<file path="src/rtl/rxm_pkg.sv">
// Shared constants and types of the receive match unit.
// Assumes the match word layout {protocol, communicator, rank, tag}, MSB first.
package rxm_pkg;
    parameter int PROTO_W   = 2;
    parameter int COMM_W    = 4;
    parameter int RANK_W    = 6;
    parameter int TAG_W     = 8;
    parameter int MB_W      = PROTO_W + COMM_W + RANK_W + TAG_W;
    parameter int TAG_LSB   = 0;
    parameter int RANK_LSB  = TAG_LSB + TAG_W;
    parameter int COMM_LSB  = RANK_LSB + RANK_W;
    parameter int PROTO_LSB = COMM_LSB + COMM_W;

    typedef enum logic [2:0] {
        ST_IDLE,
        ST_WALK,
        ST_DMA,
        ST_EVT,
        ST_ACK,
        ST_UNX
    } mu_state_t;
endpackage

</file>
<file path="src/rtl/rxm_head_table.sv">
// Head pointer storage: one list-head pointer per {table,entry} slot.
// Assumes a combinational read; a write becomes visible on the next cycle.
module rxm_head_table #(
    parameter int HEAD_W = 4,
    parameter int PTR_W  = 4
) (
    input  logic              clk,
    input  logic              rst_n,
    input  logic              wr_en,
    input  logic [HEAD_W-1:0] wr_idx,
    input  logic [PTR_W-1:0]  wr_ptr,
    input  logic [HEAD_W-1:0] rd_idx,
    output logic [PTR_W-1:0]  rd_ptr
);
    localparam int SLOTS = 1 << HEAD_W;

    logic [PTR_W-1:0] head_q [SLOTS];

    for (genvar s = 0; s < SLOTS; s++) begin : g_slot
        // Holds the head pointer of slot s; cleared to null at reset.
        always_ff @(posedge clk) begin
            if (!rst_n) begin
                head_q[s] <= '0;
            end else if (wr_en && wr_idx == HEAD_W'(s)) begin
                head_q[s] <= wr_ptr;
            end
        end
    end

    assign rd_ptr = head_q[rd_idx];
endmodule

</file>
<file path="src/rtl/rxm_elem_store.sv">
// Posted descriptor storage for all match lists.
// Assumes index 0 is the null pointer: its entry is fixed invalid, and writes to it are dropped.
module rxm_elem_store #(
    parameter int PTR_W  = 4,
    parameter int MB_W   = 20,
    parameter int ADDR_W = 16
) (
    input  logic              clk,
    input  logic              rst_n,
    input  logic              wr_en,
    input  logic [PTR_W-1:0]  wr_idx,
    input  logic              wr_valid,
    input  logic [MB_W-1:0]   wr_bits,
    input  logic [MB_W-1:0]   wr_mask,
    input  logic [ADDR_W-1:0] wr_base,
    input  logic              wr_evt,
    input  logic [PTR_W-1:0]  wr_next,
    input  logic [PTR_W-1:0]  rd_idx,
    output logic              rd_valid,
    output logic [MB_W-1:0]   rd_bits,
    output logic [MB_W-1:0]   rd_mask,
    output logic [ADDR_W-1:0] rd_base,
    output logic              rd_evt,
    output logic [PTR_W-1:0]  rd_next
);
    localparam int DEPTH = 1 << PTR_W;

    logic              vld_q  [DEPTH];
    logic [MB_W-1:0]   bits_q [DEPTH];
    logic [MB_W-1:0]   mask_q [DEPTH];
    logic [ADDR_W-1:0] base_q [DEPTH];
    logic              evt_q  [DEPTH];
    logic [PTR_W-1:0]  next_q [DEPTH];

    for (genvar e = 0; e < DEPTH; e++) begin : g_elem
        if (e == 0) begin : g_null
            assign vld_q[e]  = 1'b0;
            assign bits_q[e] = '0;
            assign mask_q[e] = '0;
            assign base_q[e] = '0;
            assign evt_q[e]  = 1'b0;
            assign next_q[e] = '0;
        end else begin : g_real
            // Captures a posted descriptor for slot e; invalid after reset.
            always_ff @(posedge clk) begin
                if (!rst_n) begin
                    vld_q[e]  <= 1'b0;
                    bits_q[e] <= '0;
                    mask_q[e] <= '0;
                    base_q[e] <= '0;
                    evt_q[e]  <= 1'b0;
                    next_q[e] <= '0;
                end else if (wr_en && wr_idx == PTR_W'(e)) begin
                    vld_q[e]  <= wr_valid;
                    bits_q[e] <= wr_bits;
                    mask_q[e] <= wr_mask;
                    base_q[e] <= wr_base;
                    evt_q[e]  <= wr_evt;
                    next_q[e] <= wr_next;
                end
            end
        end
    end

    assign rd_valid = vld_q[rd_idx];
    assign rd_bits  = bits_q[rd_idx];
    assign rd_mask  = mask_q[rd_idx];
    assign rd_base  = base_q[rd_idx];
    assign rd_evt   = evt_q[rd_idx];
    assign rd_next  = next_q[rd_idx];
endmodule

</file>
<file path="src/rtl/rxm_compare.sv">
// Masked match comparator: one agree flag per match-word field, then a total hit.
// Assumes mask bit 1 means "do not compare this bit".
module rxm_compare
    import rxm_pkg::*;
(
    input  logic            elem_valid,
    input  logic [MB_W-1:0] elem_bits,
    input  logic [MB_W-1:0] elem_mask,
    input  logic [MB_W-1:0] req_bits,
    output logic            hit
);
    localparam int NFIELD = 4;
    localparam int FLSB [NFIELD] = '{TAG_LSB, RANK_LSB, COMM_LSB, PROTO_LSB};
    localparam int FWID [NFIELD] = '{TAG_W, RANK_W, COMM_W, PROTO_W};

    logic [MB_W-1:0]   diff;
    logic [NFIELD-1:0] agree;

    assign diff = (elem_bits ^ req_bits) & ~elem_mask;

    for (genvar f = 0; f < NFIELD; f++) begin : g_field
        assign agree[f] = (diff[FLSB[f] +: FWID[f]] == '0);
    end

    assign hit = elem_valid && (&agree);
endmodule

</file>
<file path="src/rtl/rxm_ctrl.sv">
// Request sequencer: accepts one header, walks the match list, then runs the
// delivery, event and acknowledgement handshakes, or the unexpected handshake.
// Assumes the descriptor read for cur_ptr is combinational, so one descriptor is checked per cycle.
module rxm_ctrl
    import rxm_pkg::*;
#(
    parameter int TBL_W    = 2,
    parameter int ENT_W    = 2,
    parameter int PTR_W    = 4,
    parameter int ADDR_W   = 16,
    parameter int MAX_WALK = 4
) (
    input  logic              clk,
    input  logic              rst_n,
    input  logic              req_valid,
    output logic              req_ready,
    input  logic [TBL_W-1:0]  req_table,
    input  logic [ENT_W-1:0]  req_entry,
    input  logic [MB_W-1:0]   req_bits,
    input  logic              req_ack,
    input  logic [PTR_W-1:0]  head_ptr,
    output logic [PTR_W-1:0]  cur_ptr,
    output logic [MB_W-1:0]   cmp_bits,
    input  logic              elem_hit,
    input  logic              elem_evt,
    input  logic [ADDR_W-1:0] elem_base,
    input  logic [PTR_W-1:0]  elem_next,
    output logic              dma_valid,
    input  logic              dma_ready,
    output logic [ADDR_W-1:0] dma_addr,
    output logic              evt_valid,
    input  logic              evt_ready,
    output logic [PTR_W-1:0]  evt_elem,
    output logic [MB_W-1:0]   evt_bits,
    output logic [ADDR_W-1:0] evt_addr,
    output logic              ack_valid,
    input  logic              ack_ready,
    output logic [RANK_W-1:0] ack_rank,
    output logic              unx_valid,
    input  logic              unx_ready,
    output logic [TBL_W-1:0]  unx_table,
    output logic [ENT_W-1:0]  unx_entry,
    output logic [MB_W-1:0]   unx_bits
);
    localparam int CNT_W = $clog2(MAX_WALK + 1);
    localparam logic [CNT_W-1:0] LAST_STEP = CNT_W'(MAX_WALK - 1);

    mu_state_t         state_q;
    logic [TBL_W-1:0]  tbl_q;
    logic [ENT_W-1:0]  ent_q;
    logic [MB_W-1:0]   bits_q;
    logic              ack_q;
    logic [PTR_W-1:0]  ptr_q;
    logic [CNT_W-1:0]  cnt_q;
    logic [ADDR_W-1:0] base_q;
    logic              evt_q;
    logic [PTR_W-1:0]  hit_q;
    logic              at_null;

    assign at_null = (ptr_q == '0);

    // Sequencer state, latched header and walk position.
    always_ff @(posedge clk) begin
        if (!rst_n) begin
            state_q <= ST_IDLE;
            tbl_q   <= '0;
            ent_q   <= '0;
            bits_q  <= '0;
            ack_q   <= 1'b0;
            ptr_q   <= '0;
            cnt_q   <= '0;
            base_q  <= '0;
            evt_q   <= 1'b0;
            hit_q   <= '0;
        end else begin
            case (state_q)
                ST_IDLE: begin
                    if (req_valid) begin
                        tbl_q   <= req_table;
                        ent_q   <= req_entry;
                        bits_q  <= req_bits;
                        ack_q   <= req_ack;
                        ptr_q   <= head_ptr;
                        cnt_q   <= '0;
                        state_q <= ST_WALK;
                    end
                end
                ST_WALK: begin
                    if (at_null) begin
                        state_q <= ST_UNX;
                    end else if (elem_hit) begin
                        base_q  <= elem_base;
                        evt_q   <= elem_evt;
                        hit_q   <= ptr_q;
                        state_q <= ST_DMA;
                    end else if (cnt_q == LAST_STEP) begin
                        state_q <= ST_UNX;
                    end else begin
                        ptr_q <= elem_next;
                        cnt_q <= cnt_q + 1'b1;
                    end
                end
                ST_DMA: begin
                    if (dma_ready) begin
                        state_q <= evt_q ? ST_EVT : (ack_q ? ST_ACK : ST_IDLE);
                    end
                end
                ST_EVT: begin
                    if (evt_ready) begin
                        state_q <= ack_q ? ST_ACK : ST_IDLE;
                    end
                end
                ST_ACK: begin
                    if (ack_ready) begin
                        state_q <= ST_IDLE;
                    end
                end
                ST_UNX: begin
                    if (unx_ready) begin
                        state_q <= ST_IDLE;
                    end
                end
                default: state_q <= ST_IDLE;
            endcase
        end
    end

    // Handshake outputs decoded from the current state and latched values.
    always_comb begin
        req_ready = (state_q == ST_IDLE);
        dma_valid = (state_q == ST_DMA);
        evt_valid = (state_q == ST_EVT);
        ack_valid = (state_q == ST_ACK);
        unx_valid = (state_q == ST_UNX);
    end

    assign cur_ptr   = ptr_q;
    assign cmp_bits  = bits_q;
    assign dma_addr  = base_q;
    assign evt_elem  = hit_q;
    assign evt_bits  = bits_q;
    assign evt_addr  = base_q;
    assign ack_rank  = bits_q[RANK_LSB +: RANK_W];
    assign unx_table = tbl_q;
    assign unx_entry = ent_q;
    assign unx_bits  = bits_q;
endmodule

</file>
<file path="src/rtl/rx_match_unit.sv">
// Top of the receive match unit: head table, descriptor store, comparator and sequencer.
// Assumes posting writes and request traffic may overlap; a write affects later lookups only.
module rx_match_unit
    import rxm_pkg::*;
#(
    parameter int TBL_W    = 2,
    parameter int ENT_W    = 2,
    parameter int PTR_W    = 4,
    parameter int ADDR_W   = 16,
    parameter int MAX_WALK = 4,
    localparam int HEAD_W  = TBL_W + ENT_W,
    localparam int CA_W    = (HEAD_W > PTR_W) ? HEAD_W : PTR_W
) (
    input  logic              clk,
    input  logic              rst_n,
    input  logic              req_valid,
    output logic              req_ready,
    input  logic [TBL_W-1:0]  req_table,
    input  logic [ENT_W-1:0]  req_entry,
    input  logic [MB_W-1:0]   req_bits,
    input  logic              req_ack,
    input  logic              desc_we,
    input  logic              desc_head,
    input  logic [CA_W-1:0]   desc_addr,
    input  logic              desc_valid,
    input  logic [MB_W-1:0]   desc_bits,
    input  logic [MB_W-1:0]   desc_mask,
    input  logic [ADDR_W-1:0] desc_base,
    input  logic              desc_evt,
    input  logic [PTR_W-1:0]  desc_next,
    output logic              dma_valid,
    input  logic              dma_ready,
    output logic [ADDR_W-1:0] dma_addr,
    output logic              evt_valid,
    input  logic              evt_ready,
    output logic [PTR_W-1:0]  evt_elem,
    output logic [MB_W-1:0]   evt_bits,
    output logic [ADDR_W-1:0] evt_addr,
    output logic              ack_valid,
    input  logic              ack_ready,
    output logic [RANK_W-1:0] ack_rank,
    output logic              unx_valid,
    input  logic              unx_ready,
    output logic [TBL_W-1:0]  unx_table,
    output logic [ENT_W-1:0]  unx_entry,
    output logic [MB_W-1:0]   unx_bits
);
    logic [PTR_W-1:0]  head_ptr;
    logic [PTR_W-1:0]  cur_ptr;
    logic [MB_W-1:0]   cmp_bits;
    logic              e_valid;
    logic [MB_W-1:0]   e_bits;
    logic [MB_W-1:0]   e_mask;
    logic [ADDR_W-1:0] e_base;
    logic              e_evt;
    logic [PTR_W-1:0]  e_next;
    logic              e_hit;

    rxm_head_table #(.HEAD_W(HEAD_W), .PTR_W(PTR_W)) u_heads (
        .clk    (clk),
        .rst_n  (rst_n),
        .wr_en  (desc_we && desc_head),
        .wr_idx (desc_addr[HEAD_W-1:0]),
        .wr_ptr (desc_next),
        .rd_idx ({req_table, req_entry}),
        .rd_ptr (head_ptr)
    );

    rxm_elem_store #(.PTR_W(PTR_W), .MB_W(MB_W), .ADDR_W(ADDR_W)) u_elems (
        .clk      (clk),
        .rst_n    (rst_n),
        .wr_en    (desc_we && !desc_head),
        .wr_idx   (desc_addr[PTR_W-1:0]),
        .wr_valid (desc_valid),
        .wr_bits  (desc_bits),
        .wr_mask  (desc_mask),
        .wr_base  (desc_base),
        .wr_evt   (desc_evt),
        .wr_next  (desc_next),
        .rd_idx   (cur_ptr),
        .rd_valid (e_valid),
        .rd_bits  (e_bits),
        .rd_mask  (e_mask),
        .rd_base  (e_base),
        .rd_evt   (e_evt),
        .rd_next  (e_next)
    );

    rxm_compare u_cmp (
        .elem_valid (e_valid),
        .elem_bits  (e_bits),
        .elem_mask  (e_mask),
        .req_bits   (cmp_bits),
        .hit        (e_hit)
    );

    rxm_ctrl #(
        .TBL_W(TBL_W), .ENT_W(ENT_W), .PTR_W(PTR_W),
        .ADDR_W(ADDR_W), .MAX_WALK(MAX_WALK)
    ) u_ctrl (
        .clk       (clk),
        .rst_n     (rst_n),
        .req_valid (req_valid),
        .req_ready (req_ready),
        .req_table (req_table),
        .req_entry (req_entry),
        .req_bits  (req_bits),
        .req_ack   (req_ack),
        .head_ptr  (head_ptr),
        .cur_ptr   (cur_ptr),
        .cmp_bits  (cmp_bits),
        .elem_hit  (e_hit),
        .elem_evt  (e_evt),
        .elem_base (e_base),
        .elem_next (e_next),
        .dma_valid (dma_valid),
        .dma_ready (dma_ready),
        .dma_addr  (dma_addr),
        .evt_valid (evt_valid),
        .evt_ready (evt_ready),
        .evt_elem  (evt_elem),
        .evt_bits  (evt_bits),
        .evt_addr  (evt_addr),
        .ack_valid (ack_valid),
        .ack_ready (ack_ready),
        .ack_rank  (ack_rank),
        .unx_valid (unx_valid),
        .unx_ready (unx_ready),
        .unx_table (unx_table),
        .unx_entry (unx_entry),
        .unx_bits  (unx_bits)
    );
endmodule

</file>
<file path="config.mk">
export PLATFORM = sky130hd
export DESIGN_NAME = rx_match_unit
export DESIGN_NICKNAME = d
export VERILOG_FILES = /design/src/rtl/rxm_pkg.sv /design/src/rtl/rxm_head_table.sv /design/src/rtl/rxm_elem_store.sv /design/src/rtl/rxm_compare.sv /design/src/rtl/rxm_ctrl.sv /design/src/rtl/rx_match_unit.sv
export SDC_FILE = /design/constraint.sdc
export NUM_CORES = 2
export LEC_CHECK = 0
export ABC_CLOCK_PERIOD_IN_PS = 4250
export BUFFER_PORTS_ARGS = -buffer_cell sky130_fd_sc_hd__buf_2
export CELL_PAD_IN_SITES_DETAIL_PLACEMENT = 0
export CELL_PAD_IN_SITES_GLOBAL_PLACEMENT = 1
export CORE_ASPECT_RATIO = 1.2
export CORE_MARGIN = 2
export CORE_UTILIZATION = 47
export DETAILED_ROUTE_END_ITERATION = 6
export GPL_TIMING_DRIVEN = 1
export PLACE_DENSITY_LB_ADDON = 0.1
export SYNTH_ARGS = -nofsm -noshare
export SYNTH_HDL_FRONTEND = slang
export SYNTH_SLANG_ARGS = --single-unit
export TNS_END_PERCENT = 10
</file>
<file path="constraint.sdc">
create_clock -name clk -period 4.25 [get_ports clk]
set_input_delay 0.425 -clock clk [delete_from_list [all_inputs] [get_ports clk]]
set_output_delay 0.425 -clock clk [all_outputs]
set_load 0.01 [all_outputs]
</file>
==> metrics.txt <==
register share of total power between 40% and 50%; Worst Hold Slack ~0.073 ns; period utilisation layout between 90% and 100%; Max Cap Viol 0; Num CTS Buffers 110; Setup CP Type register to register; antenna viol nets, final 0; DRT Pass-1 Iters 5; share of post-route cells with drive strength above 1 approximately 14%; net load switching power 6.53 mW; unrepaired setup endpoints after global routing no; reg2reg start u_ctrl.cur_ptr[0]; Clk pwr share 42.0%; dpl ws -0.00866 ns; outcome complete, no violations; Max FO, Critical Path 25; CP Capture Type register; Slew HR between 10 and 15%; worst hold start req_table[1]; wirelength, routed ~170 mm; post-CTS setup buffer count 0; num ports between 150 and 200; # DRC 0; Syn Nets 5,519; die area roughly 100,000 sq um; final net count ~5,400; initial antenna violation count 9; gr usage total between 30% and 40%; Avg Cell Area, Syn between 8 and 9 sq um; worst path cell trace buf_4 > nor2_1 > a22oi_1 > a31o_2 > nand3_1 > a41oi_1 > a21oi_1 > nand3_2 > a21oi_4 > mux2i_1; setup tns final 0 ns; Clk Tree Root Cell clkbuf_16; Main synth FF type dfxtp_1; final worst setup slack 0.186 ns; TritonCTS Sinks between 1,000 and 1,500; Gate Count Post-Synth 5,417; Synth Cell Area 45,700 sq um; FF/Latch Area 21,700 sq um; post-synth cell types 67; Initial Util a little under half; IO Port Bufs 190; final hold violations 0; Setup crit start kind register; critical path's top delay family compound AO/OA/AOI/OAI gates; CTS Buffer Depth 3; Final setup viols 0; clock-pin slew on the worst setup and hold paths roughly 0.06 ns; WP buf/inv 1; placed cell count roughly 6,500; total grt overflow 0; clk_lat worst skew ~0.70 ns; R2R setup slack 0.19 ns; Gate power share roughly 14%; warnings from Yosys 0; Max stage delay on crit path 0.99 ns; Initial DRC Count 4,433; first-pass GRT wire length between 200 and 300 mm; Die Ht ~350 um; Finished Layout Cells between 6,000 and 7,000; fin util between 50% and 60%; Sw Share between 20 and 30%; Leakage about 17 nW; peak supply drop 0.000324 V; via count roughly 40,000; fin crit period 4.06 ns; DP HPWL just under 100 mm; Worst Setup SP u_ctrl.cur_ptr[0]; Int Pwr between 15 and 20 mW; min-delay worst type input port to register; largest net degree at the start of global routing approximately 190; core area a little under 100,000 sq um; Wirelength per Cell around 26 um; Seq cells post-synth roughly 1,100; FILL cells roughly 9,000; Yosys top cell area share 43.2%; CTS tree built; fin. max-slew vios 0; DR vias/cell roughly 6; Critical Path RT slightly below 5 ns; Arrival @ worst endpoint 4.67 ns; GP Congestion ~0.9; Post-synth ARST share 0%; clock skew approximately 0.018 ns; vias in the first global route about 37,000; synthesis-to-layout area growth 12.1%; number of H-tree levels 3; Die Wd roughly 290 um; post-synth top area cell dfxtp_1; Multi-input gate area 21,900 sq um; Post-synth EDFFs 64; top cells by area, synth dfxtp_1, nand2_1, a21oi_1, mux4_2, edfxtp_1; PwrDens approximately 460 nW/um^2; std cell rows about 130; f_max roughly 0.25 GHz; Worst Tran Pin Value 1.28 ns; Seq/Total Area, Yosys 47.4%; slowest CP cell nor2_1
-- power groups by stage --
stage | registers [mW] | logic [mW] | clock network, mW
final | 10.3 | 3.27 | 9.82
after global routing | 10.3 | 3.44 | 10.3
after detailed placement | 10.5 | 3.22 | 0
after floorplan | 10.4 | 2.20 | 0
after global placement | 10.5 | 3.21 | 0
after CTS | 10.3 | 3.25 | 9.92
-- state kept, by name, indices dropped and copies added, names as in the netlist --
register / count
u_elems.base_q: 240
u_ctrl.evt_q: 1
u_ctrl.ack_q: 1
u_ctrl.state_q: 3
u_heads.head_q: 64
u_elems.mask_q: 300
u_elems.next_q: 60
u_ctrl.unx_entry: 2
u_ctrl.dma_addr: 16
u_ctrl.unx_table: 2
u_elems.bits_q: 300
u_elems.evt_q: 15
u_elems.vld_q: 15
u_ctrl.cur_ptr: 4
u_ctrl.cnt_q: 3
u_ctrl.cmp_bits: 20
u_ctrl.evt_elem: 4
-- layer usage --
| metal | track usage [%] | share of wire (%) | wire length, um | vias up |
|---|---|---|---|---|
| met5 | 0 | 0.0076 | 13 | - |
| met4 | 13.0 | 3.9 | 6600 | 2 |
| met3 | 4.00 | 6.9 | 11700 | 287 |
| met2 | 55.0 | 48 | 81200 | 1569 |
| met1 | 45.4 | 42 | 71100 | 19183 |
| li1 | - | - | - | 18161 |
-- worst reg2reg max path, cell delays in order (launching register included) --
cell     delay, ns
dfxtp_4       0.49
buf_4         0.29
nor2_1        0.99
a22oi_1       0.28
a31o_2        0.32
nand3_1       0.08
a41oi_1       0.15
a21oi_1       0.62
nand3_2       0.26
a21oi_4       0.28
mux2i_1       0.24
-- worst paths after layout --
| path | end | cells past startpoint |
|---|---|---|
| worst min-delay path | u_ctrl.unx_table[1] | 3 |
| worst max-delay path | u_ctrl.cur_ptr[0] | 10 |
| worst min register to register | u_elems.base_q[199] | 2 |
| worst max register to register | u_ctrl.cur_ptr[0] | 10 |
-- cell usage after synthesis, drive strengths merged (10+ instances only) --
| cell type | n |
|---|---|
| o211ai | 10 |
| and2 | 22 |
| mux2i | 117 |
| mux2 | 84 |
| buf | 131 |
| o21ai | 47 |
| a221oi | 26 |
| a211oi | 11 |
| xnor2 | 10 |
| inv | 11 |
| a22o | 27 |
| a21oi | 972 |
| nor2 | 41 |
| mux4 | 171 |
| o22ai | 16 |
| nand3 | 54 |
| and3 | 51 |
| a22oi | 28 |
| edfxtp | 64 |
| nor2b | 17 |
| nand4 | 11 |
| clkbuf | 402 |
| nand2 | 1982 |
| dfxtp | 986 |
| nor3 | 18 |
-- through the flow --
stage | area [sq um] | power, mW
after floorplan | 45700 | 12.6
after CTS | 51200 | 23.5
final | 51200 | 23.4
after global placement | 47300 | 13.7
after detailed placement | 47300 | 13.7
after global routing | 51200 | 24.1
-- final cells by class --
cell class	instances	share of cell area, %
clock buffer	163	6.30
multi-input combinational	3823	42.7
sequential	1050	42.4
clock inverter	42	0.797
timing repair buffer	327	4.60
tap	1270	3.11
inverter	11	0.0954
antenna	4	0.0196
-- layout by cell type (no fill, tap or decap), types with 20 or more instances in the layout --
| cell type | count |
|---|---|
| and2_1 | 22 |
| edfxtp_1 | 64 |
| mux2i_1 | 117 |
| mux4_2 | 171 |
| dlygate4sd3_1 | 20 |
| clkbuf_16 | 112 |
| a22o_1 | 27 |
| clkbuf_8 | 23 |
| clkinv_2 | 21 |
| nor2_1 | 26 |
| o21ai_0 | 26 |
| a22oi_1 | 28 |
| a221oi_1 | 26 |
| dfxtp_1 | 982 |
| and3_1 | 51 |
| o21ai_1 | 21 |
| nand3_1 | 49 |
| buf_4 | 91 |
| buf_2 | 190 |
| nand2_1 | 1971 |
| a21oi_1 | 971 |
| mux2_2 | 82 |
| clkbuf_1 | 28 |
| buf_12 | 26 |
-- timing repair --
item | in CTS | in global routing
hold buffers | 20 | 0
endpoints found under the setup margin | 21 | 0
hold endpoints to repair | 20 | 0
resized for setup | 1 | 0
-- logic make-up after synthesis --
family / count (synthesis) / synth area share [%]
simple gates: 2250 / 19.7
compound gates: 1181 / 14.1
flops: 1050 / 47.4
buf+inv: 544 / 5.25
mux: 372 / 13.1
xor+xnor: 18 / 0.345
fa+ha+maj: 2 / 0.0548
Power figures use the tool's default switching activity.
